## src/rtl/abus_pkg.sv

```systemverilog
package abus_pkg;

  typedef enum logic [1:0] {
    ST_IDLE  = 2'd0,
    ST_READ  = 2'd1,
    ST_WRITE = 2'd2,
    ST_ABORT = 2'd3
  } bus_state_t;

  // Bit positions of the strobes inside the synchronized bundle
  localparam int STB_ALE = 2;
  localparam int STB_RD  = 1;
  localparam int STB_WR  = 0;
  localparam int STB_W   = 3;

endpackage

```

## src/rtl/abus_sync_edge.sv

```systemverilog
module abus_sync_edge #(
  parameter int          WIDTH     = 3,
  parameter int          STAGES    = 2,
  parameter logic [WIDTH-1:0] RESET_VAL = '0
) (
  input  logic             clk,
  input  logic             rst,
  input  logic [WIDTH-1:0] async_in,
  output logic [WIDTH-1:0] sync_q,
  output logic [WIDTH-1:0] fall
);

  logic [WIDTH-1:0] stage_q [STAGES];
  logic [WIDTH-1:0] prev_q;

  generate
    if (STAGES < 2) begin : g_bad_depth
      $error("abus_sync_edge needs at least two stages");
    end
  endgenerate

  always_ff @(posedge clk) begin
    if (rst) stage_q[0] <= RESET_VAL;
    else     stage_q[0] <= async_in;
  end

  generate
    for (genvar s = 1; s < STAGES; s++) begin : g_stage
      always_ff @(posedge clk) begin
        if (rst) stage_q[s] <= RESET_VAL;
        else     stage_q[s] <= stage_q[s-1];
      end
    end
  endgenerate

  always_ff @(posedge clk) begin
    if (rst) prev_q <= RESET_VAL;
    else     prev_q <= stage_q[STAGES-1];
  end

  assign sync_q = stage_q[STAGES-1];
  assign fall   = prev_q & ~sync_q;

endmodule

```

## src/rtl/abus_fsm.sv

```systemverilog
module abus_fsm
  import abus_pkg::*;
(
  input  logic clk,
  input  logic rst,
  input  logic addr_valid,
  input  logic rd_s,
  input  logic wr_s,
  input  logic rd_fall,
  input  logic wr_fall,
  output logic read_next,
  output logic reg_we
);

  bus_state_t state_q, state_d;

  always_comb begin
    state_d = state_q;
    reg_we  = 1'b0;
    unique case (state_q)
      ST_IDLE: begin
        if (addr_valid && !rd_s && !wr_s) state_d = ST_ABORT;
        else if (addr_valid && rd_fall)    state_d = ST_READ;
        else if (addr_valid && wr_fall)    state_d = ST_WRITE;
      end
      ST_READ: begin
        if (!wr_s)     state_d = ST_ABORT;
        else if (rd_s) state_d = ST_IDLE;
      end
      ST_WRITE: begin
        if (!rd_s) begin
          state_d = ST_ABORT;
        end else if (wr_s) begin
          reg_we  = 1'b1;
          state_d = ST_IDLE;
        end
      end
      ST_ABORT: begin
        if (rd_s && wr_s) state_d = ST_IDLE;
      end
      default: state_d = ST_IDLE;
    endcase
  end

  always_ff @(posedge clk) begin
    if (rst) state_q <= ST_IDLE;
    else     state_q <= state_d;
  end

  assign read_next = (state_d == ST_READ);


  abort_holds_chk: assert property (@(posedge clk) disable iff (rst)
    (state_q == ST_ABORT && !(rd_s && wr_s)) |=> !reg_we && !read_next);

endmodule

```

## src/rtl/abus_regbank.sv

```systemverilog
module abus_regbank #(
  parameter int DATA_W = 8,
  parameter int NREGS  = 16,
  localparam int IDX_W = $clog2(NREGS)
) (
  input  logic              clk,
  input  logic              rst,
  input  logic              we,
  input  logic [IDX_W-1:0]  idx,
  input  logic [DATA_W-1:0] wdata,
  output logic [DATA_W-1:0] rdata
);

  logic [DATA_W-1:0] mem [NREGS];

  always_ff @(posedge clk) begin
    if (rst) begin
      for (int i = 0; i < NREGS; i++) mem[i] <= '0;
    end else if (we) begin
      mem[idx] <= wdata;
    end
  end

  assign rdata = mem[idx];

endmodule

```

## src/rtl/abus_slave.sv

```systemverilog
module abus_slave
  import abus_pkg::*;
#(
  parameter int DATA_W      = 8,
  parameter int ADDR_W      = 8,
  parameter int NREGS       = 16,
  parameter int SYNC_STAGES = 2
) (
  input  logic              clk,
  input  logic              rst,
  input  logic              ale,
  input  logic              rd_n,
  input  logic              wr_n,
  input  logic [DATA_W-1:0] bus_in,
  output logic [DATA_W-1:0] bus_out,
  output logic              bus_oe
);

  localparam int IDX_W = $clog2(NREGS);
  localparam logic [STB_W-1:0] STB_IDLE = 3'b011;
  localparam logic [ADDR_W-1:0] ADDR_LIMIT = ADDR_W'(NREGS);

  logic [STB_W-1:0] stb_raw, stb_s, stb_fall;
  logic ale_s, rd_s, wr_s, ale_fall, rd_fall, wr_fall;

  assign stb_raw[STB_ALE] = ale;
  assign stb_raw[STB_RD]  = rd_n;
  assign stb_raw[STB_WR]  = wr_n;

  abus_sync_edge #(
    .WIDTH     (STB_W),
    .STAGES    (SYNC_STAGES),
    .RESET_VAL (STB_IDLE)
  ) u_sync (
    .clk      (clk),
    .rst      (rst),
    .async_in (stb_raw),
    .sync_q   (stb_s),
    .fall     (stb_fall)
  );

  assign ale_s    = stb_s[STB_ALE];
  assign rd_s     = stb_s[STB_RD];
  assign wr_s     = stb_s[STB_WR];
  assign ale_fall = stb_fall[STB_ALE];
  assign rd_fall  = stb_fall[STB_RD];
  assign wr_fall  = stb_fall[STB_WR];

  // Address latch: the shared lines are sampled raw, qualified by the strobe
  logic [ADDR_W-1:0] addr_q;
  logic              addr_valid;

  always_ff @(posedge clk) begin
    if (rst) begin
      addr_q     <= '0;
      addr_valid <= 1'b0;
    end else if (ale_fall) begin
      addr_q     <= ADDR_W'(bus_in);
      addr_valid <= 1'b1;
    end
  end

  logic addr_hit;
  assign addr_hit = (addr_q < ADDR_LIMIT);

  logic read_next, reg_we;

  abus_fsm u_fsm (
    .clk        (clk),
    .rst        (rst),
    .addr_valid (addr_valid),
    .rd_s       (rd_s),
    .wr_s       (wr_s),
    .rd_fall    (rd_fall),
    .wr_fall    (wr_fall),
    .read_next  (read_next),
    .reg_we     (reg_we)
  );

  logic [DATA_W-1:0] bank_rdata;
  logic              bank_we;

  assign bank_we = reg_we && addr_hit;

  abus_regbank #(
    .DATA_W (DATA_W),
    .NREGS  (NREGS)
  ) u_bank (
    .clk   (clk),
    .rst   (rst),
    .we    (bank_we),
    .idx   (addr_q[IDX_W-1:0]),
    .wdata (bus_in),
    .rdata (bank_rdata)
  );

  always_ff @(posedge clk) begin
    if (rst) begin
      bus_oe  <= 1'b0;
      bus_out <= '0;
    end else begin
      bus_oe  <= read_next;
      bus_out <= (read_next && addr_hit) ? bank_rdata : '0;
    end
  end


  oe_needs_rd_chk: assert property (@(posedge clk) disable iff (rst)
    bus_oe |-> (!rd_s || !$past(rd_s)));


  oe_release_chk: assert property (@(posedge clk) disable iff (rst)
    $rose(rd_s) |=> !bus_oe);


  we_needs_addr_chk: assert property (@(posedge clk) disable iff (rst)
    reg_we |-> addr_valid);


  we_single_strobe_chk: assert property (@(posedge clk) disable iff (rst)
    reg_we |-> (rd_s && wr_s));


  ale_capture_chk: assert property (@(posedge clk) disable iff (rst)
    $fell(ale_s) |=> addr_valid);

endmodule

```

## config.mk

```make
export PLATFORM = sky130hd
export DESIGN_NAME = abus_slave
export DESIGN_NICKNAME = d
export VERILOG_FILES = /design/src/rtl/abus_pkg.sv /design/src/rtl/abus_sync_edge.sv /design/src/rtl/abus_fsm.sv /design/src/rtl/abus_regbank.sv /design/src/rtl/abus_slave.sv
export SDC_FILE = /design/constraint.sdc
export NUM_CORES = 1
export LEC_CHECK = 0
export ABC_AREA = 1
export BUFFER_PORTS_ARGS = -buffer_cell sky130_fd_sc_hd__buf_2
export CORE_MARGIN = 2
export CORE_UTILIZATION = 60
export CTS_CLUSTER_SIZE = 10
export DETAILED_ROUTE_END_ITERATION = 7
export GPL_ROUTABILITY_DRIVEN = 0
export MAX_ROUTING_LAYER = met4
export PLACE_DENSITY = 0.88
export SETUP_SLACK_MARGIN = 0.05
export SYNTH_ARGS = -nofsm -noshare
export SYNTH_HDL_FRONTEND = slang
export SYNTH_SLANG_ARGS = --single-unit
```

## constraint.sdc

```tcl
create_clock -name clk -period 4.84 [get_ports clk]
set_input_delay 0.242 -clock clk [delete_from_list [all_inputs] [get_ports clk]]
set_output_delay 0.242 -clock clk [all_outputs]
set_load 0.02 [all_outputs]
```

**Word-level counts from Yosys, hierarchy flattened**

Memory sizes are Yosys's and may differ from the RTL's. A register that Yosys moved wholly into a read port is not among the register bits.
Cells that the tools add are included.
W data, S select, Z words.

- Flip-flop bits (word level): 15
- RAM bits: 134
- Bits of input ports: 13
- Output and inout bits: 9
- Word-level logic and storage cells: 52
- Memories kept: 2

- Magnitude comparators: 1
- Equality and inequality tests: 4
- Mux-type cells: 23
- Bitwise operators: 5
- Reduce and logical (&&, ||, !) cells: 12

Memory list:

| name | words | width | rd ports | clocked after memory_dff | wr ports | line | RTL |
|---|---|---|---|---|---|---|---|
| u_bank.mem | 16 | 8 | 1 | 1 | 16 | abus_regbank.sv:14 | `logic [DATA_W-1:0] mem [NREGS];` |
| u_sync.stage_q | 2 | 3 | 2 | 0 | 2 | abus_sync_edge.sv:13 | `logic [WIDTH-1:0] stage_q [STAGES];` |

Operators by type and width:

| operator | number |
|---|---|
| $mux W2 | 8 |
| $mux W1 | 10 |
| $lt A8 B5 Y1 const B | 1 |
| $mux W8 | 1 |
| $pmux W2 S4 | 1 |
| $reduce_or A8 Y1 | 1 |
| $logic_and A1 B1 Y1 | 7 |
| $mux W3 | 2 |
| $eq A2 B1 Y1 const B | 2 |
| $eq A2 B2 Y1 const B | 2 |
| $mux W4 | 1 |
| $and A3 B3 Y3 | 1 |
| $not A3 Y3 | 1 |
| $logic_not A1 Y1 | 2 |
| $logic_not A2 Y1 | 1 |
| $or A1 B1 Y1 | 2 |
| $reduce_or A2 Y1 | 1 |
| $not A1 Y1 | 1 |

**Logic depth before layout (Yosys ltp)**

Gate-level depths: netlist (run 1).

- Depth after elaboration: 11
- Gate-level depth with buffers: 12
- Mapped depth without buffers: 9

**Hierarchy**

A second synthesis (run 1) with hierarchy kept.

- Cells, all modules: 834
- Area total of the unflattened synthesis: 7059.3 µm²

By module, submodules not included:

| module | times used | cells each | area each (µm²) | seq. area each (µm²) |
|---|---|---|---|---|
| abus_regbank | 1 | 705 | 6050.8 | 3843.7 |
| abus_slave | 1 | 69 | 594.3 | 360.3 |
| abus_sync_edge | 1 | 34 | 274.0 | 180.2 |
| abus_fsm | 1 | 26 | 140.1 | 40.0 |

**Least setup slack after synthesis (run 1)**

No wires, ideal clock.

- Kind: register to register
- Start: register u_fsm.state_q[1]
- End: memory u_bank.mem[2][0] (enable)
- Library setup time: 0.329 ns
- Arrival: 1.524 ns
- Data required time: 4.511 ns
- Setup slack: 2.987 ns
- Cell stages (with the launch flop): 6
- Path buffers: 1
- Period minus slack after synthesis: 1.853 ns
- Path through: dfxtp_1 -> inv_2 -> nor4_4 -> buf_12 -> nand4_4 -> nand2_1

RTL lines:

| what | line | RTL |
|---|---|---|
| start: declaration | abus_fsm.sv:15 | `bus_state_t state_q, state_d;` |
| start signal: assignment | abus_fsm.sv:47 | `else state_q <= state_d;` |
| end: declaration | abus_regbank.sv:14 |  |

==> results of run 1 <==
-- routing by layer --
metal / part of all wire / routed length [um] / vias to the layer above
met3: 0.11 / 1700 / 68
met4: 0.042 / 683 / 0
li1: - / - / 2544
met5: 0 / 0 / -
met1: 0.39 / 6300 / 2460
met2: 0.46 / 7530 / 363
-- final timing paths --
path / cells after the start / slack (ps) / to
min reg2reg: 2 / 400 / u_sync.stage_q[1][2]
max reg2reg: 4 / 2200 / u_bank.mem[11][2]
min: 3 / 30 / u_sync.stage_q[0][2]
max: 4 / 2200 / u_bank.mem[11][2]
-- placed cells by master (no fill, tap or decap), types with 4 or more instances in the layout --
master	synthesis	layout
or2_2	4	4
nor2_2	4	4
nor2_1	151	151
dfxtp_1	29	28
clkinv_1	5	5
buf_2	11	21
clkinv_4	0	4
nand4_2	6	6
clkbuf_16	0	17
nand4_4	10	10
nand2_1	369	369
buf_4	0	8
o21ai_0	8	8
a21oi_1	10	10
edfxtp_1	128	128
inv_1	19	18
-- Yosys cell counts (2+ instances only) --
library cell	n
a21oi_1	10
buf_1	2
buf_2	11
clkbuf_1	23
clkinv_1	5
dfxtp_1	29
edfxtp_1	128
inv_1	19
nand2_1	369
nand3_1	2
nand4_2	6
nand4_4	10
nor2_1	151
nor2_2	4
nor2_4	2
nor4_4	2
o21ai_0	8
or2_2	4
-- registers in the layout, indices dropped and copies added, names as in the netlist --
register / cells
bus_out: 8
u_bank.mem: 128
u_fsm.state_q: 2
addr_valid: 1
bus_oe: 1
addr_q: 8
u_sync.prev_q: 3
u_sync.stage_q: 6
-- power groups by stage --
stage / registers (mW) / logic [mW] / clock network (mW)
floorplan: 1.54 / 0.146 / 0
global placement: 1.55 / 0.191 / 0
detailed placement: 1.55 / 0.196 / 0
CTS: 1.52 / 0.200 / 1.32
global route: 1.52 / 0.222 / 1.37
finish: 1.52 / 0.204 / 1.32
-- cell type report --
| type | count | share of cell area |
|---|---|---|
| multi-input cells | 570 | 0.311 |
| clock inverters | 12 | 0.0173 |
| repair buffers | 31 | 0.0233 |
| flip-flops and latches | 157 | 0.557 |
| inverters | 25 | 0.0118 |
| clock buffers | 20 | 0.0575 |
| well taps | 143 | 0.0225 |
-- critical path: stages (launching register included) --
cell	delay (ps)
dfxtp_1	330
nor4_4	930
buf_4	410
nand4_2	270
nand2_1	360
-- kinds of logic (layout without fill, tap and decap cells) --
| family | after synthesis | after routing | share of synthesized area |
|---|---|---|---|
| AND/OR/NAND/NOR | 551 | 551 | 0.330 |
| flip-flops | 157 | 157 | 0.616 |
| buffers and inverters | 64 | 88 | 0.0402 |
| AO/OA/AOI/OAI | 19 | 19 | 0.0136 |
-- stage by stage --
step,setup WS [ps],cells,instance area (um2)
6_report,2200,958,7950
3_3_place_gp,2350,924,7330
4_1_cts,2230,958,7950
5_1_grt,2100,958,7950
3_5_place_dp,2270,924,7330
2_1_floorplan,2990,791,7180
==> impl_metrics.tcl, run 1 <==
set metrics [dict create \
    outcome "finished, final reports clean" \
    synth.distinct_cells 24 \
    grt_pass1_wl_um 25800 \
    core_area_um2 11600 \
    timing.hold.ws_ps 25.6 \
    synthCells 791 \
    fp.dieH_um 113 \
    dieArea_um2 12900 \
    nets 815 \
    min_period_ps 2640 \
    internal_power_mw 2.34 \
    busiest_layer "met2" \
    syn_nets 804 \
    dr.pass1.iters 5 \
    area_growth_syn_to_layout_pct 10.6 \
    clk_latency_ps 420 \
    clock_skew_ps 8.58 \
    initial_utilization 0.621 \
    tightest_slew_ps 1130 \
    overflow 0 \
    p_leak_nw 3.62 \
    rsz0062_at_grt "no" \
    std_cell_rows 39 \
    async_flop_share 0 \
    place_hpwl_um 9920 \
    maxCapViolCount 0 \
    finalWirelength_um 16200 \
    r2r-start "addr_q[7]" \
    grt_use_met3 0.0595 \
    ys.flop_type "edfxtp_1" \
    switching_share 0.230 \
    tns_ps 0 \
    multi_input_area_um2 2470 \
    portBuffers 21 \
    n_antenna_cell 0 \
    cts_made_buffers 17 \
    hold_start "ale" \
    met2_usage 0.420 \
    ys_warn_count 0 \
    clk_pin_slew_ps 60 \
    ios 22 \
    first_iter_violations 583 \
    cp.required_ps 4920 \
    antenna_left 0 \
    synth_enable_flop_cells 128 \
    grtUsageMet1 0.349 \
    cts_hold_buf 2 \
    avgSynthCellArea_um2 9.08 \
    synth-seq-cells 157 \
    post-route-period-util 0.546 \
    synth_top_cell_area_share 0.535 \
    cts_tree "built" \
    hold_viol_final 0 \
    path_max_fanout 9 \
    p_clk_frac 0.433 \
    critPathKind "register to register" \
    utilization 0.687 \
    grt_usage 0.273 \
    synth_area_leaders "edfxtp_1 54%, nand2_1 19%, dfxtp_1 8.1%" \
    fmax_ghz 0.378 \
    power_mw 3.04 \
    finalSetupViolCount 0 \
    fillers 796 \
    critPathArrivalTime_ps 2730 \
    cp-start-kind "register" \
    syn_area_um2 7180 \
    endpoint_kind "register" \
    cts_num_sinks 157 \
    vias 5435 \
    clockBufferDepth 2 \
    pwr-share-comb 0.067 \
    viasPerCell 5.67 \
    power_density_nw_per_um2 383 \
    ir_worst_vdd_v 0.000315 \
    slew-limit-headroom 0.242 \
    drive_gt1_frac 0.112 \
    grt_max_degree 68 \
    post_drt_wl_per_cell_um 16.9 \
    die_x_um 113 \
    min_path_type "input port to register" \
    antenna_found_initial 0 \
    postCtsSetupRepairBufs 0 \
    post-route-drc-count 0 \
    register_area_um2 4430 \
    seq_power_share 0.500 \
    htree_num_levels 4 \
    crit_start "addr_q[7]" \
    clockRootBuffer "clkbuf_16" \
    switchingPower_mw 0.701 \
    post_cts_resized 0 \
    maxSlewViolCount 0 \
    synth_top_cell_by_area "edfxtp_1" \
    grt_pass1_vias 5053 \
    synth-seq-area-share 0.616 \
]
Note: power is estimated with default switching activity, not from simulation.
==> run 2, diff against run 1 <==
--- a/config.mk
+++ b/config.mk
@@ -8,12 +8,12 @@
 export ABC_AREA = 1
 export BUFFER_PORTS_ARGS = -buffer_cell sky130_fd_sc_hd__buf_2
 export CORE_MARGIN = 2
-export CORE_UTILIZATION = 60
+export CORE_UTILIZATION = 56
 export CTS_CLUSTER_SIZE = 10
 export DETAILED_ROUTE_END_ITERATION = 7
 export GPL_ROUTABILITY_DRIVEN = 0
 export MAX_ROUTING_LAYER = met4
-export PLACE_DENSITY = 0.88
+export PLACE_DENSITY = 0.87
 export SETUP_SLACK_MARGIN = 0.05
 export SYNTH_ARGS = -nofsm -noshare
 export SYNTH_HDL_FRONTEND = slang
==> constraint.sdc (replaced) <==
create_clock -name clk -period 2.25 [get_ports clk]
set_input_delay 0.1125 -clock clk [delete_from_list [all_inputs] [get_ports clk]]
set_output_delay 0.1125 -clock clk [all_outputs]
set_load 0.02 [all_outputs]
==> run 2 against run 1 <==
Against the previous run:
- final cell count rose by 3.7%
- count of clock-buffer cells in the layout rose by 1
- global-route usage fell by 1.4 points
- clock skew rose by 3.1 ps
- combinational power rose by 120%
- sequential cell count did not move
- cell area rose by 1.2%
- clock power rose by 110%
- first-iteration DRC count rose by 17%
- register-to-register slack got worse by 2000 ps
- utilization fell by 4.7 points
- sequential share of layout area fell by 0.62 points
==> impl_metrics.tcl, run 2 (synthesis results as in run 1) <==
set metrics [dict create \
    antenna_left 0 \
    path_cells "clkinv_1 -> nor2_4 -> nand4_2 -> nand2_1" \
    top_register "u_bank.mem" \
    postCtsSetupRepairBufs 0 \
    fp.dieH_um 117 \
    initial_utilization 0.571 \
    portBuffers 21 \
    timing.hold.ws_ps 18.0 \
    power_mw 6.46 \
    post_drt_wl_per_cell_um 16.6 \
    clock_skew_ps 11.7 \
    hold_start "bus_in[0]" \
    crit_start "addr_q[1]" \
    min_period_ps 2030 \
    p_leak_nw 3.65 \
    clockBufferDepth 2 \
    multi_input_area_um2 2470 \
    rsz0062_at_grt "no" \
    cp_slowest_cell "dfxtp_1" \
    reg_top3 "u_bank.mem x128, addr_q x8, bus_out x8" \
    std_cell_rows 41 \
    cts_num_sinks 157 \
    internal_power_mw 4.92 \
    post-route-drc-count 0 \
    cp.required_ps 2340 \
    seq_power_share 0.507 \
    post-route-period-util 0.900 \
    setup_slack_ps 225 \
    switching_share 0.239 \
    maxSlewViolCount 0 \
    grt_pass1_vias 5071 \
    core_area_um2 12600 \
    r2r-start "addr_q[1]" \
    p_clk_frac 0.424 \
    critPathMaxStageDelay_ps 580 \
    final_cell_mix "369 x nand2_1, 151 x nor2_1, 128 x edfxtp_1" \
    vias 5401 \
    pwr-share-comb 0.069 \
    dieArea_um2 13700 \
    cts_made_buffers 17 \
    area_growth_syn_to_layout_pct 12.0 \
    path_max_fanout 13 \
    critPathTopFamily "simple AND/OR/NAND/NOR gates" \
    grt_pass1_wl_um 25400 \
    min_path_type "input port to register" \
    endpoint_kind "register" \
    power_density_nw_per_um2 803 \
    tns_ps 0 \
    hold_viol_final 0 \
    antenna_found_initial 0 \
    finalSetupViolCount 0 \
    design_area_um2 8040 \
    clk_latency_ps 430 \
    switchingPower_mw 1.54 \
    fillers 982 \
    cp-start-kind "register" \
    grt_max_degree 66 \
    dpl.cell_count 958 \
    largest_reg_flops 128 \
    die_x_um 117 \
    placed_area_um2 7430 \
    register_area_um2 4430 \
    clockRootBuffer "clkbuf_16" \
    outcome "finished, final reports clean" \
    utilization 0.640 \
    drive_gt1_frac 0.118 \
    first_iter_violations 682 \
    clk_pin_slew_ps 60 \
    finalWirelength_um 16400 \
    cts_tree "built" \
    slew-limit-headroom 0.457 \
    final_common_cell "nand2_1" \
    place_hpwl_um 10200 \
    ios 22 \
    critPathBufInv 1 \
    fmax_ghz 0.494 \
    dr.pass1.iters 6 \
    viasPerCell 5.44 \
    nets 821 \
    dpl_worst_slack_ps 238 \
    critPathKind "register to register" \
    overflow 0 \
    grt_usage 0.259 \
    tightest_slew_ps 813 \
    ir_worst_vdd_v 0.000413 \
    stdcell_count 993 \
    maxCapViolCount 0 \
    htree_num_levels 4 \
    critPathArrivalTime_ps 2120 \
    n_antenna_cell 0 \
]
run 2: cell count changes in the layout (fill, tap and decap cells not counted), sizes merged:
cell         change
buf              +5
bufinv           -2
dlygate4sd3      +1
clkinvlp         +1
clkbuf           +1
run 2: final cells by class:
| class | count | share of cell area |
|---|---|---|
| clock buffer | 21 | 0.0612 |
| timing repair buffer | 37 | 0.0325 |
| tap | 172 | 0.0268 |
| multi-input combinational | 570 | 0.307 |
| sequential | 157 | 0.551 |
| clock inverter | 11 | 0.0101 |
| inverter | 25 | 0.0117 |
run 2: worst paths after layout:
| path | to | slack [ps] | cells past startpoint |
|---|---|---|---|
| hold / removal | addr_q[0] | 20 | 3 |
| setup reg to reg | u_bank.mem[14][4] | 220 | 4 |
| hold reg to reg | u_sync.stage_q[1][2] | 400 | 2 |
| setup / recovery | u_bank.mem[14][4] | 220 | 4 |
run 2: repair_timing:
item	in CTS	in global routing
setup endpoints to repair	0	11
hold endpoints to repair	3	0
resized for setup	0	2
hold buffers	3	0
run 2: power by group through the flow:
stage	Sequential (mW)	Clock [mW]	Combinational [mW]
3_5_place_dp	3.33	0	0.431
4_1_cts	3.27	2.74	0.439
2_1_floorplan	3.32	0	0.314
6_report	3.27	2.74	0.444
5_1_grt	3.28	2.86	0.482
3_3_place_gp	3.33	0	0.421
run 2: per-layer routing:
layer	share of wire	global-route usage
met1	0.41	0.331
met2	0.48	0.405
met3	0.079	0.0505
met4	0.030	0.119
met5	0	-
run 2: worst min-delay path, cell delays in order:
cell and delay, ps:
buf_2 110, o21ai_0 80, a21oi_1 100
